--- config.mk ---
export PLATFORM = sky130hd
export DESIGN_NAME = sdram_ctl
export DESIGN_NICKNAME = d
export VERILOG_FILES = /design/src/rtl/sdram_ctl_pkg.sv /design/src/rtl/sdram_ctl_wait.sv /design/src/rtl/sdram_ctl_refresh.sv /design/src/rtl/sdram_ctl.sv
export SDC_FILE = /design/constraint.sdc
export NUM_CORES = 1
export LEC_CHECK = 0
export CELL_PAD_IN_SITES_DETAIL_PLACEMENT = 1
export CELL_PAD_IN_SITES_GLOBAL_PLACEMENT = 2
export CORE_ASPECT_RATIO = 1.1
export CORE_MARGIN = 10
export CORE_UTILIZATION = 30
export DETAILED_ROUTE_END_ITERATION = 8
export GPL_TIMING_DRIVEN = 0
export PLACE_DENSITY_LB_ADDON = 0.1
export SYNTH_ARGS = -nofsm -noshare
export SYNTH_HDL_FRONTEND = slang
export SYNTH_HIERARCHICAL = 1
export SYNTH_SLANG_ARGS = --single-unit
--- constraint.sdc ---
create_clock -name clk -period 3.5 [get_ports clk]
set_clock_uncertainty 0.2 [all_clocks]
set_input_delay 0.525 -clock clk [delete_from_list [all_inputs] [get_ports clk]]
set_output_delay 0.525 -clock clk [all_outputs]
set_load 0.05 [all_outputs]
--- src/rtl/sdram_ctl_pkg.sv ---
package sdram_ctl_pkg;

    typedef enum logic [3:0] {
        CMD_MRS = 4'b0000,
        CMD_REF = 4'b0001,
        CMD_PRE = 4'b0010,
        CMD_ACT = 4'b0011,
        CMD_WR  = 4'b0100,
        CMD_RD  = 4'b0101,
        CMD_NOP = 4'b0111
    } cmd_e;

    typedef enum logic [4:0] {
        S_PAUSE,
        S_IPRE,
        S_IPRE_W,
        S_IREF,
        S_IREF_W,
        S_IMRS,
        S_IMRS_W,
        S_IDLE,
        S_ACT,
        S_ACT_W,
        S_RW,
        S_RW_W,
        S_PRE,
        S_PRE_W,
        S_RPRE,
        S_RPRE_W,
        S_REF,
        S_REF_W
    } state_e;

    function automatic int imax(int x, int y);
        return (x > y) ? x : y;
    endfunction

endpackage

--- src/rtl/sdram_ctl_wait.sv ---
module sdram_ctl_wait #(
    parameter int W       = 16,
    parameter int RST_VAL = 0
) (
    input  logic         clk,
    input  logic         rst_n,
    input  logic         load,
    input  logic [W-1:0] val,
    output logic         done
);

    logic [W-1:0] cnt;

    always_ff @(posedge clk or negedge rst_n) begin
        if (!rst_n) begin
            cnt <= W'(RST_VAL);
        end else if (load) begin
            cnt <= val;
        end else if (cnt != '0) begin
            cnt <= cnt - 1'b1;
        end
    end

    assign done = (cnt == '0);

endmodule

--- src/rtl/sdram_ctl_refresh.sv ---
module sdram_ctl_refresh #(
    parameter int INTERVAL = 2344
) (
    input  logic clk,
    input  logic rst_n,
    input  logic en,
    input  logic ack,
    output logic pend
);

    localparam int W = $clog2(INTERVAL + 1);

    logic [W-1:0] cnt;
    logic         fire;

    assign fire = en && (cnt == '0);

    always_ff @(posedge clk or negedge rst_n) begin
        if (!rst_n) begin
            cnt <= W'(INTERVAL - 1);
        end else if (!en || fire) begin
            cnt <= W'(INTERVAL - 1);
        end else begin
            cnt <= cnt - 1'b1;
        end
    end

    always_ff @(posedge clk or negedge rst_n) begin
        if (!rst_n) begin
            pend <= 1'b0;
        end else if (fire) begin
            pend <= 1'b1;
        end else if (ack) begin
            pend <= 1'b0;
        end
    end

endmodule

--- src/rtl/sdram_ctl.sv ---
module sdram_ctl
    import sdram_ctl_pkg::*;
#(
    parameter int DATA_W       = 16,
    parameter int COL_W        = 8,
    parameter int ROW_W        = 11,
    parameter int BANK_W       = 1,
    parameter int CAS_LAT      = 3,
    parameter int T_RCD        = 5,
    parameter int T_RP         = 5,
    parameter int T_RAS        = 9,
    parameter int T_RC         = 13,
    parameter int T_WR         = 5,
    parameter int T_MRD        = 2,
    parameter int INIT_PAUSE   = 30000,
    parameter int INIT_REFS    = 8,
    parameter int REF_INTERVAL = 2344,
    localparam int ADDR_W      = COL_W + ROW_W + BANK_W
) (
    input  logic              clk,
    input  logic              rst_n,
    input  logic              host_req,
    input  logic              host_we,
    input  logic [ADDR_W-1:0] host_addr,
    input  logic [DATA_W-1:0] host_wdata,
    output logic              host_ready,
    output logic [DATA_W-1:0] host_rdata,
    output logic              host_rvalid,
    output logic              sd_cs_n,
    output logic              sd_ras_n,
    output logic              sd_cas_n,
    output logic              sd_we_n,
    output logic [BANK_W-1:0] sd_ba,
    output logic [ROW_W-1:0]  sd_a,
    input  logic [DATA_W-1:0] sd_dq_in,
    output logic [DATA_W-1:0] sd_dq_out,
    output logic              sd_dq_oe
);

    localparam int AP_BIT    = 10;
    localparam int RD_TO_PRE = imax(T_RAS - T_RCD, 2);
    localparam int WR_TO_PRE = imax(RD_TO_PRE, T_WR);
    localparam int PRE_GAP   = imax(imax(T_RP, T_RC - T_RCD - RD_TO_PRE), 2);
    localparam int MAXT      = T_RCD + T_RP + T_RAS + T_RC + T_WR + T_MRD;
    localparam int TW        = $clog2(INIT_PAUSE + MAXT + 1);
    localparam int RCW       = $clog2(INIT_REFS + 1);
    localparam logic [ROW_W-1:0] MODE_WORD = ROW_W'((1 << 9) | (CAS_LAT << 4));

    state_e              state, state_nx;
    cmd_e                cmd;
    logic                tm_load, tm_done;
    logic [TW-1:0]       tm_val;
    logic                ref_pend, ref_ack, accept, init_done;
    logic [RCW-1:0]      ref_cnt;
    logic                we_q;
    logic [ADDR_W-1:0]   addr_q;
    logic [DATA_W-1:0]   wdata_q;
    logic [CAS_LAT-1:0]  rd_pipe;
    logic                issue_rd;

    wire [COL_W-1:0]  col_q  = addr_q[COL_W-1:0];
    wire [ROW_W-1:0]  row_q  = addr_q[COL_W +: ROW_W];
    wire [BANK_W-1:0] bank_q = addr_q[COL_W+ROW_W +: BANK_W];

    sdram_ctl_wait #(
        .W       (TW),
        .RST_VAL (INIT_PAUSE - 1)
    ) u_wait (
        .clk   (clk),
        .rst_n (rst_n),
        .load  (tm_load),
        .val   (tm_val),
        .done  (tm_done)
    );

    sdram_ctl_refresh #(
        .INTERVAL (REF_INTERVAL)
    ) u_refresh (
        .clk   (clk),
        .rst_n (rst_n),
        .en    (init_done),
        .ack   (ref_ack),
        .pend  (ref_pend)
    );

    assign host_ready = (state == S_IDLE) && !ref_pend;

    // state register
    always_ff @(posedge clk or negedge rst_n) begin
        if (!rst_n) begin
            state <= S_PAUSE;
        end else begin
            state <= state_nx;
        end
    end

    // next state and gap counter control
    always_comb begin
        state_nx = state;
        tm_load  = 1'b0;
        tm_val   = '0;
        ref_ack  = 1'b0;
        accept   = 1'b0;
        unique case (state)
            S_PAUSE:  if (tm_done) state_nx = S_IPRE;
            S_IPRE: begin
                tm_load  = 1'b1;
                tm_val   = TW'(T_RP - 2);
                state_nx = S_IPRE_W;
            end
            S_IPRE_W: if (tm_done) state_nx = S_IREF;
            S_IREF: begin
                tm_load  = 1'b1;
                tm_val   = TW'(T_RC - 2);
                state_nx = S_IREF_W;
            end
            S_IREF_W: if (tm_done) state_nx = (ref_cnt == RCW'(INIT_REFS)) ? S_IMRS : S_IREF;
            S_IMRS: begin
                tm_load  = 1'b1;
                tm_val   = TW'(T_MRD - 2);
                state_nx = S_IMRS_W;
            end
            S_IMRS_W: if (tm_done) state_nx = S_IDLE;
            S_IDLE: begin
                if (ref_pend) begin
                    state_nx = S_RPRE;
                end else if (host_req) begin
                    accept   = 1'b1;
                    state_nx = S_ACT;
                end
            end
            S_ACT: begin
                tm_load  = 1'b1;
                tm_val   = TW'(T_RCD - 2);
                state_nx = S_ACT_W;
            end
            S_ACT_W:  if (tm_done) state_nx = S_RW;
            S_RW: begin
                tm_load  = 1'b1;
                tm_val   = we_q ? TW'(WR_TO_PRE - 2) : TW'(RD_TO_PRE - 2);
                state_nx = S_RW_W;
            end
            S_RW_W:   if (tm_done) state_nx = S_PRE;
            S_PRE: begin
                tm_load  = 1'b1;
                tm_val   = TW'(PRE_GAP - 2);
                state_nx = S_PRE_W;
            end
            S_PRE_W:  if (tm_done) state_nx = S_IDLE;
            S_RPRE: begin
                tm_load  = 1'b1;
                tm_val   = TW'(T_RP - 2);
                state_nx = S_RPRE_W;
            end
            S_RPRE_W: if (tm_done) state_nx = S_REF;
            S_REF: begin
                ref_ack  = 1'b1;
                tm_load  = 1'b1;
                tm_val   = TW'(T_RC - 2);
                state_nx = S_REF_W;
            end
            S_REF_W:  if (tm_done) state_nx = S_IDLE;
            default:  state_nx = S_PAUSE;
        endcase
    end

    // command pins, address and data enable
    always_comb begin
        cmd      = CMD_NOP;
        sd_ba    = '0;
        sd_a     = '0;
        sd_dq_oe = 1'b0;
        unique case (state)
            S_IPRE, S_PRE, S_RPRE: begin
                cmd          = CMD_PRE;
                sd_a[AP_BIT] = 1'b1;
            end
            S_IREF, S_REF: cmd = CMD_REF;
            S_IMRS: begin
                cmd  = CMD_MRS;
                sd_a = MODE_WORD;
            end
            S_ACT: begin
                cmd   = CMD_ACT;
                sd_ba = bank_q;
                sd_a  = row_q;
            end
            S_RW: begin
                cmd      = we_q ? CMD_WR : CMD_RD;
                sd_ba    = bank_q;
                sd_a     = ROW_W'(col_q);
                sd_dq_oe = we_q;
            end
            default: cmd = CMD_NOP;
        endcase
    end

    assign {sd_cs_n, sd_ras_n, sd_cas_n, sd_we_n} = cmd;
    assign sd_dq_out = wdata_q;
    assign issue_rd  = (state == S_RW) && !we_q;

    always_ff @(posedge clk or negedge rst_n) begin
        if (!rst_n) begin
            ref_cnt   <= '0;
            init_done <= 1'b0;
        end else begin
            if (state == S_IREF) ref_cnt <= ref_cnt + 1'b1;
            if (state == S_IMRS_W && tm_done) init_done <= 1'b1;
        end
    end

    always_ff @(posedge clk or negedge rst_n) begin
        if (!rst_n) begin
            we_q    <= 1'b0;
            addr_q  <= '0;
            wdata_q <= '0;
        end else if (accept) begin
            we_q    <= host_we;
            addr_q  <= host_addr;
            wdata_q <= host_wdata;
        end
    end

    always_ff @(posedge clk or negedge rst_n) begin
        if (!rst_n) begin
            rd_pipe     <= '0;
            host_rvalid <= 1'b0;
            host_rdata  <= '0;
        end else begin
            rd_pipe     <= {rd_pipe[CAS_LAT-2:0], issue_rd};
            host_rvalid <= rd_pipe[CAS_LAT-1];
            if (rd_pipe[CAS_LAT-1]) host_rdata <= sd_dq_in;
        end
    end

endmodule

# After elaboration in Yosys (flattened, before gate mapping)
# Cells that the tools add are included.
# totals
input_bits,56
out_inout_bits,51
register_bits,95
# classes
muxes,29
n_addsub,3
n_reduce_logical,21
n_eq_ne,26
# ops
op,n
5-bit one-hot mux with 16 select lines,1
5-bit 2-to-1 mux,9
5-bit by 4-bit == test with 1-bit output (second input constant),8
15-bit 2-to-1 mux,2
10-bit one-hot mux with 3 select lines,1
5-bit by 3-bit == test with 1-bit output (second input constant),4
15-bit zero test,1
3-bit one-hot mux with 5 select lines,1
15-bit nonzero test,1
15-bit by 1-bit subtractor with 15-bit output (second input constant),1
12-bit zero test,1
12-bit 2-to-1 mux,1
2-bit != test (second input constant),6
4-bit one-hot mux with 3 select lines,1
12-bit by 1-bit subtractor with 12-bit output (second input constant),1
1-bit 2-to-1 mux,11
5-bit by 2-bit == test with 1-bit output (second input constant),2
5-bit == test (second input constant),2
8-bit AND reduction,1
8-bit OR reduction,1
3-bit OR reduction,2
5-bit by 1-bit == test with 1-bit output (second input constant),1
5-bit zero test,1
4-bit by 1-bit adder with 4-bit output (second input constant),1
11 further kinds,18

# Depth between registers and ports, before layout
# logic_depth
ltp_word,4
ltp_mapped,8
mapped_depth_nobuf,7

# Modules after synthesis
# The synthesis kept the hierarchy.
# by_module_without_submodules
mod,cells_each,area_each_um2,n_inst
sdram_ctl,247,3083.0,1
sdram_ctl_wait,79,842.1,1
sdram_ctl_refresh,60,675.6,1

# Worst setup path before layout
# Ideal clock, no wire load.
# synth_timing
kind,reg2out
startpoint,register state[4]
endpoint,output port sd_a[4]
path_slack_ns,0.634
t_required_ns,2.775
arrival_ns,2.141
path_stages_with_launch,5
path_cell_list,dfrtp_1 buf_4 or3_1 clkbuf_1 o21ai_0
# synth_between
elab_chain_cells,2
elab_cells_between_ends,4
cone_classes,eq/ne: 3; mux: 1
# synth_lines
element,line,text
from (decl),sdram_ctl.sv:49,"state_e state, state_nx;"
from (signal assigned),sdram_ctl.sv:93,state <= state_nx;
5-bit by 4-bit == test with 1-bit output or 5-bit by 3-bit == test with 1-bit output (tied branches),sdram_ctl.sv:173,unique case (state)
10-bit one-hot mux with 3 select lines (*),sdram_ctl.sv:173,
to (decl),sdram_ctl.sv:34,"output logic [ROW_W-1:0] sd_a,"
# Every way passes the cells marked *; elsewhere a longest branch is shown, timed or not.

# Worst setup path in the final report
# layout_timing
startpoint,register state[2]
endpoint,output port sd_ba
# layout_between
elab_chain_cells,3
elab_cells_between_ends,4
cone_classes,eq/ne: 2; mux: 1; reduce/logical: 1
# layout_lines
element,line,text
5-bit by 4-bit == test with 1-bit output,sdram_ctl.sv:173,
2-bit OR reduction (no line) (*),-,
1-bit 2-to-1 mux (*),sdram_ctl.sv:173,
to (decl),sdram_ctl.sv:33,"output logic [BANK_W-1:0] sd_ba,"
# Marks and branches as above.

==> impl_metrics.yaml <==
run_status:
  status: "complete, no violations"
detailed_routing:
  wl_per_cell_um: 18.0
  first_pass_iters: 4
  antenna_left: 0
  drt_iter0_markers: 131
  drc_errors: 0
  wirelength_um: 12900
  num_vias: 3493
  vias_per_cell: 4.87
setup_path:
  path_buf_inv: 3
  crit_slowest_cell: "clkdlybuf4s50_1"
  worstSetupEndpointType: "output port"
  crit_family: "buffers and inverters"
  arrival_ns: 2.65
  critPathMaxStageDelay_ns: 0.82
  cp_cell_sequence: "clkbuf_1 -> buf_1 -> nor2_2 -> and2_1 -> clkdlybuf4s50_1"
  cp_max_fo: 10
  crit_type: "reg2out"
  worstSetupStartpointType: "flop"
  required_ns: 2.77
synth:
  synthMuxAreaShare_pct: 15.2
  ys_types: 68
  synth_common_cells: "dfrtp_1 (79), mux2_1 (31), mux2_2 (24)"
  synth_fa_ha_area_share_pct: 1.36
  synthXorXnorAreaFrac_pct: 2.86
  synth_top_family_by_area: "multiplexers"
  ys_dominant_reg_cell: "dfrtp_1"
  synth-edff-count: 0
  ys_seq_area_share_pct: 52.1
  avgSynthCellArea_sq_um: 11.9
  netlist_area_sq_um: 4600
  async_reset_ff_share_pct: 100
  synth.area.top_cells: "dfrtp_1 (43%), dfstp_2 (9.1%), mux2_1 (7.6%)"
  synth.most_common_cell: "dfrtp_1"
  synth_compound_area_share_pct: 11.0
  ys_seq_elements: 95
  ys_warn_count: 6
  synth_top_cell_by_area: "dfrtp_1"
  syn_inst: 386
  synth-simple-area-share_pct: 13.7
  synth_top_area_share_pct: 43.0
floorplan:
  ioPinCount: 107
  core_area_sq_um: 15100
  die_x_um: 138
  rows: 47
  dieArea_sq_um: 20700
  start_util_pct: 30.6
  die_h_um: 150
final_layout:
  nNetsFinal: 577
  layout-drive-gt1-share_pct: 18.2
  n_antenna_cell: 0
  area_growth_pct: 36.2
power_and_ir_drop:
  p_total_w: 0.00568
  p_leak_nw: 2.80
  ir_drop_uv: 325
  powerDensity_nw_per_um2: 906
timing:
  worst_slew_pin_slew_ns: 0.752
  fin_crit_sh_pct: 96.5
  hold_violations: 0
  fin_crit_ns: 3.38
  rsz0062_at_grt: "false"
  setup_slack_ns: 0.122
  max_freq_ghz: 0.296
  setup_viol: 0
  slew_violations: 0
  slew_headroom_pct: 49.7
clock_network:
  clock_latency_ns: 0.35
  clock-root-buffer: "clkbuf_16"
  clock_sinks: 95
  cts_tree: "done"
  path_clk_slew_ns: 0.07
  postCtsSetupRepairBufs: 0
  cts_max_level: 3
  cts_buffers: 9
  clock_path_buffers: 2
placed_design:
  place_hpwl_um: 9670
  pre_cts_ws_ns: -0.0389
  portBuffers: 105
  gp_congestion: 0.795
global_routing:
  grt_pass1_vias: 3855
  grt-busiest-layer: "met2"
  overflow: 0
  use_met2_pct: 21.0
  antenna_found_initial: 0
  grt_use_total_pct: 12.5
  grt_pass1_wl_um: 20900
  grt_use_met1_pct: 14.4
  met3_usage_pct: 3.65
  grt_start_max_net_pins: 59
run:
  drv_cap: 0
min_path:
  hp-class: "reg2reg"
[area by class of cell]
type,instances,area (sq um)
fill,1675,8790
buffer,22,128
multi-input combinational,269,2080
tap,196,245
inverter,12,45.0
sequential,95,2400
timing repair buffer,107,1100
clock inverter,5,33.8
clock buffer,11,233
[registers in the layout, indices dropped and copies added, names as in the netlist]
signal / cells
u_wait/cnt: 15
rd_pipe: 3
we_q: 1
host_rdata: 16
state: 5
u_refresh/cnt: 12
u_refresh/pend: 1
sd_dq_out: 16
ref_cnt: 4
host_rvalid: 1
addr_q: 20
init_done: 1
[cells by family (layout without fill, tap and decap cells)]
kind of cell,after synthesis,count (layout)
AND/OR/NAND/NOR,105,105
AO/OA/AOI/OAI,68,68
buffers and inverters,34,157
other,1,13
adder cells (fa/ha/maj),5,5
multiplexers,63,63
flip-flops,95,95
XOR/XNOR,15,15
[final timing paths]
kind	slack [ns]	cells after the start	end	from
worst max-delay path	0.12	5	sd_ba	state[2]
min in group asynchronous	0.50	2	u_wait/cnt[9]	rst_n
worst max register to register	0.32	7	state[4]	u_wait/cnt[0]
worst min-delay path	0.16	0	rd_pipe[2]	rd_pipe[1]
max in group asynchronous	1.92	3	u_wait/cnt[5]	rst_n
worst min register to register	0.16	0	rd_pipe[2]	rd_pipe[1]
[cell usage in the layout (no fill, tap or decap), types with 5 or more instances in the layout]
master            n
mux2_2           24
nand3_1           7
conb_1           13
a21oi_1          11
nor3_1            8
or3_1             5
xor2_1           10
or4_1             7
dlymetal6s2s_1    7
clkdlybuf4s50_1  96
dfstp_2          16
clkbuf_1         11
a22o_1           11
mux2_1           31
mux2i_1           8
o21ai_0          13
ha_1              5
inv_1            11
buf_4             6
dfrtp_1          79
clkbuf_16         9
o31ai_1           9
nand2_1          23
xnor2_1           5
nor2_1           17
[worst reg2reg max path, delay by kind of cell, from the launching register on]
kind                     cells  cell delay (ns)
AND/OR/NAND/NOR              3             1.85
AO/OA/AOI/OAI                2             0.38
flip-flops                   1             0.37
adder cells (fa/ha/maj)      1             0.21
buffers and inverters        1             0.08
[report_power, final]
group | switching (W) | internal [W] | total (W)
clock | 0.000437 | 0.000483 | 0.000919
combinational | 0.00181 | 0.00112 | 0.00293
sequential | 0.000259 | 0.00157 | 0.00183
[metrics by stage]
step,util [%],cell area [sq um],setup TNS [ns],hold slack [ns],instances
after floorplan,-,4650,0,0.0294,398
after global placement,39.5,5940,-182.64,0.137,699
after detailed placement,39.6,5970,-0.0389,0.149,700
after CTS,41.5,6250,0,0.163,717
after global routing,41.6,6270,0,0.166,717
final,41.6,6270,0,0.158,717
[what timing repair did]
item                                    CTS  global route
endpoints found under the setup margin   11             7
hold endpoints to repair                 26             0
hold buffers                              1             0
resized for setup                         5             7
[metal layers]
layer	routed length, um	vias to the layer above
met5	0	-
met4	278	0
met3	629	15
met2	6580	67
met1	5430	1755
li1	-	1656
Power figures use the tool's default switching activity.
